<file path="src/rtl/xcvr_pkg.sv">
// Package: shared types for the registered bus transceiver.
// Assumes: nothing; holds only type definitions.
package xcvr_pkg;

    // Enable style choice for the transceiver
    typedef enum logic {
        EN_SINGLE_DIR = 1'b0,  // one active-low enable plus a direction input
        EN_DUAL       = 1'b1   // independent enables per bus
    } en_style_e;

endpackage

</file>
<file path="src/rtl/xcvr_enable_decode.sv">
// Module: turns the enable inputs into per-bus output enables and
// flags the combinational loop case (both buses driven, both live).
// Assumes: only the inputs of the chosen style matter; the others are ignored.
module xcvr_enable_decode
    import xcvr_pkg::*;
#(
    parameter en_style_e EN_STYLE = EN_DUAL
) (
    input  logic xen_n,
    input  logic to_b_dir,
    input  logic b_drive_en,
    input  logic a_drive_en_n,
    input  logic a_src_stored,
    input  logic b_src_stored,
    output logic a_oe,
    output logic b_oe,
    output logic loop_err
);

    localparam logic DUAL = (EN_STYLE == EN_DUAL);

    // Pick the per-bus enables according to the style parameter
    always_comb begin
        a_oe = DUAL ? !a_drive_en_n : (!xen_n && !to_b_dir);
        b_oe = DUAL ? b_drive_en    : (!xen_n &&  to_b_dir);
    end

    // A loop exists only when each bus feeds the other live
    always_comb begin
        loop_err = a_oe && b_oe && !a_src_stored && !b_src_stored;
    end

endmodule

</file>
<file path="src/rtl/xcvr_store_reg.sv">
// Module: one storage register with a load strobe.
// Assumes: synchronous active-low reset clears to zero and wins over load.
module xcvr_store_reg #(
    parameter int W = 8
) (
    input  logic         clk,
    input  logic         rst_n,
    input  logic         ld,
    input  logic [W-1:0] d,
    output logic [W-1:0] q
);

    // Capture the bus word on a strobed edge, else hold
    always_ff @(posedge clk) begin
        if (!rst_n)  q <= '0;
        else if (ld) q <= d;
    end

    assert_capture_R2: assert property (@(posedge clk) disable iff (!rst_n)
        ld |=> (q == $past(d)));

    assert_hold_R11: assert property (@(posedge clk) disable iff (!rst_n)
        !ld |=> $stable(q));

endmodule

</file>
<file path="src/rtl/xcvr_route.sv">
// Module: chooses the word for each output and works out the word seen on
// each bus, which is what the registers capture.
// Assumes: the loop case is resolved by the enable decoder; with optional
// inversion, a driven bus carries the already inverted word.
module xcvr_route #(
    parameter int W      = 8,
    parameter bit INVERT = 1'b0
) (
    input  logic [W-1:0] a_in,
    input  logic [W-1:0] b_in,
    input  logic [W-1:0] reg_a,
    input  logic [W-1:0] reg_b,
    input  logic         a_oe,
    input  logic         b_oe,
    input  logic         a_src_stored,
    input  logic         b_src_stored,
    input  logic         loop_err,
    output logic [W-1:0] a_out,
    output logic [W-1:0] b_out,
    output logic [W-1:0] a_bus,
    output logic [W-1:0] b_bus
);

    localparam logic [W-1:0] MASK = {W{INVERT}};

    logic [W-1:0] st_to_a;
    logic [W-1:0] st_to_b;

    // Stored words as they would leave the block
    always_comb begin
        st_to_a = reg_b ^ MASK;
        st_to_b = reg_a ^ MASK;
    end

    // Resolve the outputs in dependency order so that no path loops back
    always_comb begin
        a_out = st_to_a;
        b_out = st_to_b;
        a_bus = a_in;
        b_bus = b_in;
        if (loop_err) begin
            a_out = st_to_a;
            b_out = st_to_b;
            a_bus = a_out;
            b_bus = b_out;
        end else if (b_src_stored) begin
            b_out = st_to_b;
            b_bus = b_oe ? b_out : b_in;
            a_out = a_src_stored ? st_to_a : (b_bus ^ MASK);
            a_bus = a_oe ? a_out : a_in;
        end else if (a_oe) begin
            a_out = a_src_stored ? st_to_a : (b_in ^ MASK);
            a_bus = a_out;
            b_out = a_bus ^ MASK;
            b_bus = b_oe ? b_out : b_in;
        end else begin
            a_bus = a_in;
            b_out = a_in ^ MASK;
            b_bus = b_oe ? b_out : b_in;
            a_out = a_src_stored ? st_to_a : (b_bus ^ MASK);
        end
    end

endmodule

</file>
<file path="src/rtl/bus_xcvr_reg.sv">
// Module: top of the registered bidirectional bus transceiver.
// Each bus is a separate input, output and enable. Each direction sends
// either live data or its own stored word. Each register takes the word
// seen on its bus when its load strobe is high at a clock edge.
// Assumes: load strobes are synchronous to clk; reset is synchronous, active low.
module bus_xcvr_reg
    import xcvr_pkg::*;
#(
    parameter int        DATA_W   = 8,
    parameter en_style_e EN_STYLE = EN_DUAL,
    parameter bit        INVERT   = 1'b0
) (
    input  logic              clk,
    input  logic              rst_n,
    input  logic [DATA_W-1:0] a_in,
    output logic [DATA_W-1:0] a_out,
    output logic              a_oe,
    input  logic [DATA_W-1:0] b_in,
    output logic [DATA_W-1:0] b_out,
    output logic              b_oe,
    input  logic              a_store_ld,
    input  logic              b_store_ld,
    input  logic              b_src_stored,
    input  logic              a_src_stored,
    input  logic              xen_n,
    input  logic              to_b_dir,
    input  logic              b_drive_en,
    input  logic              a_drive_en_n,
    output logic              loop_err
);

    localparam int           NSIDE = 2;
    localparam logic [DATA_W-1:0] MASK = {DATA_W{INVERT}};

    logic [DATA_W-1:0] bus_w [NSIDE];
    logic [DATA_W-1:0] reg_w [NSIDE];
    logic              ld_w  [NSIDE];
    logic [DATA_W-1:0] a_bus;
    logic [DATA_W-1:0] b_bus;

    xcvr_enable_decode #(
        .EN_STYLE(EN_STYLE)
    ) u_dec (
        .xen_n        (xen_n),
        .to_b_dir     (to_b_dir),
        .b_drive_en   (b_drive_en),
        .a_drive_en_n (a_drive_en_n),
        .a_src_stored (a_src_stored),
        .b_src_stored (b_src_stored),
        .a_oe         (a_oe),
        .b_oe         (b_oe),
        .loop_err     (loop_err)
    );

    xcvr_route #(
        .W      (DATA_W),
        .INVERT (INVERT)
    ) u_route (
        .a_in         (a_in),
        .b_in         (b_in),
        .reg_a        (reg_w[0]),
        .reg_b        (reg_w[1]),
        .a_oe         (a_oe),
        .b_oe         (b_oe),
        .a_src_stored (a_src_stored),
        .b_src_stored (b_src_stored),
        .loop_err     (loop_err),
        .a_out        (a_out),
        .b_out        (b_out),
        .a_bus        (a_bus),
        .b_bus        (b_bus)
    );

    // Map each side's bus word and strobe onto the register array
    always_comb begin
        bus_w[0] = a_bus;
        bus_w[1] = b_bus;
        ld_w[0]  = a_store_ld;
        ld_w[1]  = b_store_ld;
    end

    for (genvar s = 0; s < NSIDE; s++) begin : g_store
        xcvr_store_reg #(
            .W(DATA_W)
        ) u_reg (
            .clk   (clk),
            .rst_n (rst_n),
            .ld    (ld_w[s]),
            .d     (bus_w[s]),
            .q     (reg_w[s])
        );
    end

    assert_stored_ab_R3: assert property (@(posedge clk) disable iff (!rst_n)
        b_src_stored |-> (b_out == (reg_w[0] ^ MASK)));

    assert_live_ab_R3: assert property (@(posedge clk) disable iff (!rst_n)
        (!b_src_stored && !loop_err && !a_oe) |-> (b_out == (a_in ^ MASK)));

    assert_stored_ba_R4: assert property (@(posedge clk) disable iff (!rst_n)
        a_src_stored |-> (a_out == (reg_w[1] ^ MASK)));

    assert_loop_hold_R9: assert property (@(posedge clk) disable iff (!rst_n)
        loop_err |-> ((a_out == (reg_w[1] ^ MASK)) && (b_out == (reg_w[0] ^ MASK))));

    if (EN_STYLE == EN_SINGLE_DIR) begin : g_single_chk
        assert_one_bus_R5: assert property (@(posedge clk) disable iff (!rst_n)
            !(a_oe && b_oe));
    end

endmodule

</file>
<file path="config.mk">
export PLATFORM = sky130hd
export DESIGN_NAME = bus_xcvr_reg
export DESIGN_NICKNAME = d
export VERILOG_FILES = /design/src/rtl/xcvr_pkg.sv /design/src/rtl/xcvr_enable_decode.sv /design/src/rtl/xcvr_store_reg.sv /design/src/rtl/xcvr_route.sv /design/src/rtl/bus_xcvr_reg.sv
export SDC_FILE = /design/constraint.sdc
export NUM_CORES = 1
export LEC_CHECK = 0
export CAP_MARGIN = 20
export CORE_UTILIZATION = 35
export CTS_BUF_LIST = sky130_fd_sc_hd__clkbuf_16
export DETAILED_ROUTE_END_ITERATION = 16
export PLACE_DENSITY_LB_ADDON = 0.25
export SYNTH_ARGS = -nofsm -noshare
export SYNTH_HDL_FRONTEND = slang
export SYNTH_HIERARCHICAL = 1
export SYNTH_SLANG_ARGS = --single-unit
</file>
<file path="constraint.sdc">
create_clock -name clk -period 2.6 [get_ports clk]
set_clock_uncertainty 0.1 [all_clocks]
set_input_delay 0.52 -clock clk [delete_from_list [all_inputs] [get_ports clk]]
set_output_delay 0.52 -clock clk [all_outputs]
set_load 0.02 [all_outputs]
</file>
==> impl_metrics.json <==
{
  "drt_wl_total_um": 6870,
  "power.density_nw_per_um2": 365,
  "critPathLaunchType": "input port",
  "gp_congestion": 0.826,
  "synth_cell_types": 35,
  "vdd.ir_drop.worst_uv": 195,
  "vias_per_cell": 5.81,
  "tritoncts": "done",
  "insertion_delay_ns": 0.25,
  "slew_headroom_pct": 49.2,
  "top_register": "g_store.u_reg/q",
  "synth_fa_ha_area_share_pct": 0,
  "syn_inst": 257,
  "n_antenna_cell": 0,
  "drive_above_1_share_pct": 29.1,
  "synth_edf_count": 0,
  "hold_violations": 0,
  "synth_xor_area_share_pct": 0,
  "post-place-ws_ns": -0.600,
  "endpoint_kind": "primary output",
  "syn_avg_cell_area_um2": 7.96,
  "fin_crit_sh_pct": 96.0,
  "total_leakage_power_uw": 0.00129,
  "dp_hpwl_um": 4480,
  "utilization_pct": 52.1,
  "synth_nets": 283,
  "antenna_left": 0,
  "cap_violations": 0,
  "gr-usage-all-layers_pct": 23.1,
  "largest_reg_flops": 16,
  "cp_cell_sequence": "dlygate4sd2_1 -> buf_4 -> buf_12 -> mux2_2 -> mux2i_1 -> o21ai_0 -> buf_4",
  "ys_async_sr_fraction_pct": 0,
  "rows": 27,
  "die_y_um": 78.5,
  "cpPeakStageDelay_ns": 0.35,
  "p_sw_uw": 355,
  "num_vias": 2320,
  "fmax_mhz": 401,
  "overflow": 0,
  "sw_frac_of_total_pct": 33.6,
  "crit_required_ns": 1.98,
  "initial_utilization_pct": 36.7,
  "synth_top_family_by_area": "compound AO/OA/AOI/OAI gates",
  "largestRegisters": "g_store.u_reg/q: 16 flops",
  "critPathMaxFanout": 22,
  "finalWorstSetupSlack_ns": 0.104,
  "grt_pass1_vias": 2148,
  "grt_pass1_wl_um": 11100,
  "yosys_warnings": 6,
  "ctsLongestPathBuffers": 2,
  "rsz0062_at_grt": "no",
  "seq_power_share_pct": 27.0,
  "maxSlewViolCount": 0,
  "area_growth_pct": 41.8,
  "die_area_um2": 6150,
  "synth-simple-area-share_pct": 20.6,
  "fin_crit_ns": 2.50,
  "hold_path.class": "register to register",
  "numCtsBuffers": 3,
  "path_class": "input port to primary output",
  "clock-sinks": 16,
  "ioPinCount": 45,
  "core_area_um2": 5570,
  "synth_compound_area_share_pct": 29.8,
  "detail_route.wl_per_cell_um": 17.2,
  "drtPass1Iterations": 6,
  "die_w_um": 78.5,
  "yosysSeqAreaShare_pct": 15.7,
  "cp_slowest_cell": "mux2_2",
  "grt_antenna_before_repair": 0,
  "clkPwrFrac_pct": 29.3,
  "cts_root_buf": "clkbuf_16",
  "combPwrFrac_pct": 43.7,
  "worstMarginPinSlew_ns": 0.759,
  "syn_area_um2": 2050,
  "cts_max_level": 1,
  "layout.nets": 354,
  "outcome": "completed",
  "grt_max_degree": 24,
  "io_buffers": 42,
  "cts_hold_buffers": 0,
  "drc": 0,
  "cp.arrival_ns": 1.88,
  "clk_pin_slew_ns": 0.05,
  "synth.mux.area_fraction_pct": 25.0,
  "ys_ff_latch": 16,
  "ys.flop_type": "dfxtp_1",
  "setup-violations-final": 0,
  "drt_iter0_drc": 174,
  "critical_path.most_common_cell": "buf_4",
  "p_int_uw": 703
}
Yosys cell counts, drive strengths merged, types with 8 or more instances:
master | n | area [um2]
and3 | 8 | 50.1
a21o | 9 | 67.6
o21a | 8 | 60.1
a211oi | 16 | 120
nand2 | 32 | 120
nor2b | 16 | 100
buf | 21 | 150
o21ai | 33 | 165
and3b | 8 | 70.1
mux2 | 16 | 191
mux2i | 32 | 320
dfxtp | 16 | 320
cell families after synthesis:
kind of cell,count (synthesis)
mux,48
compound gates,89
flops,16
buf+inv,29
simple gates,75
path summary, 6_finish.rpt:
kind | end | startpoint | slack [ns] | depth (start not counted)
worst min-delay path | g_store[0].u_reg/q[6] | g_store[0].u_reg/q[6] | 0.48 | 2
worst min register to register | g_store[0].u_reg/q[6] | g_store[0].u_reg/q[6] | 0.48 | 2
worst max register to register | g_store[0].u_reg/q[0] | g_store[1].u_reg/q[0] | 1.10 | 5
worst max-delay path | b_out[1] | a_src_stored | 0.10 | 7
routing by layer:
metal | vias to the layer above | share of wire, % | GRT usage, %
met2 | 106 | 45 | 35.6
met1 | 1094 | 46 | 33.3
li1 | 1116 | - | -
met3 | 4 | 7.6 | 3.37
met4 | 0 | 0.83 | 5.93
met5 | - | 0 | 0
cell type report:
type                       count  area (um2)
tap                           72        90.1
sequential                    16         320
fill                         561        2670
inverter                       3        11.3
timing repair buffer          92         828
clock inverter                 1        3.75
multi-input combinational    212        1570
clock buffer                   3        75.1
repair_timing:
item,in CTS,in global routing
gates cloned,1,0
pin swaps,3,1
buffers inserted,4,0
endpoints found under the setup margin,17,23
resized for setup,101,1
placed cells by master (no fill, tap or decap), drive strengths merged, types with 7 or more instances in the layout:
cell / synthesis / layout
nor2b: 16 / 16
mux2i: 32 / 32
o21ai: 33 / 33
o221ai: 7 / 7
a211oi: 16 / 16
o21a: 8 / 8
and3: 8 / 8
and3b: 8 / 8
nand2: 32 / 32
a222oi: 7 / 7
clkdlybuf4s50: 0 / 21
a22oi: 7 / 7
a21o: 9 / 9
dfxtp: 16 / 16
buf: 21 / 64
mux2: 16 / 16
power by group through the flow:
stage               Combinational, uW  Clock (uW)  Sequential [uW]
floorplan                         260           0              282
global placement                  454           0              290
detailed placement                457           0              290
CTS                               459         318              285
global route                      498         334              288
finish                            462         310              286
worst max-delay path, delay by kind of cell:
kind	cells	cell delay (ns)
muxes	2	0.47
buffers and inverters	4	0.79
AOI/OAI and AO/OA	1	0.09
through the flow:
| stage | std cells | setup TNS (ns) | total power (uW) | instance area (um2) | hold slack [ns] |
|---|---|---|---|---|---|
| 5_1_grt | 399 | 0 | 1120 | 2900 | 0.502 |
| 4_1_cts | 399 | 0 | 1060 | 2900 | 0.477 |
| 3_3_place_gp | 390 | -9.10 | 744 | 2780 | 0.462 |
| 2_1_floorplan | 257 | 0 | 543 | 2050 | 0.421 |
| 3_5_place_dp | 390 | -9.33 | 748 | 2780 | 0.468 |
| 6_report | 399 | 0 | 1060 | 2900 | 0.476 |
Note: power is estimated with default switching activity, not from simulation.
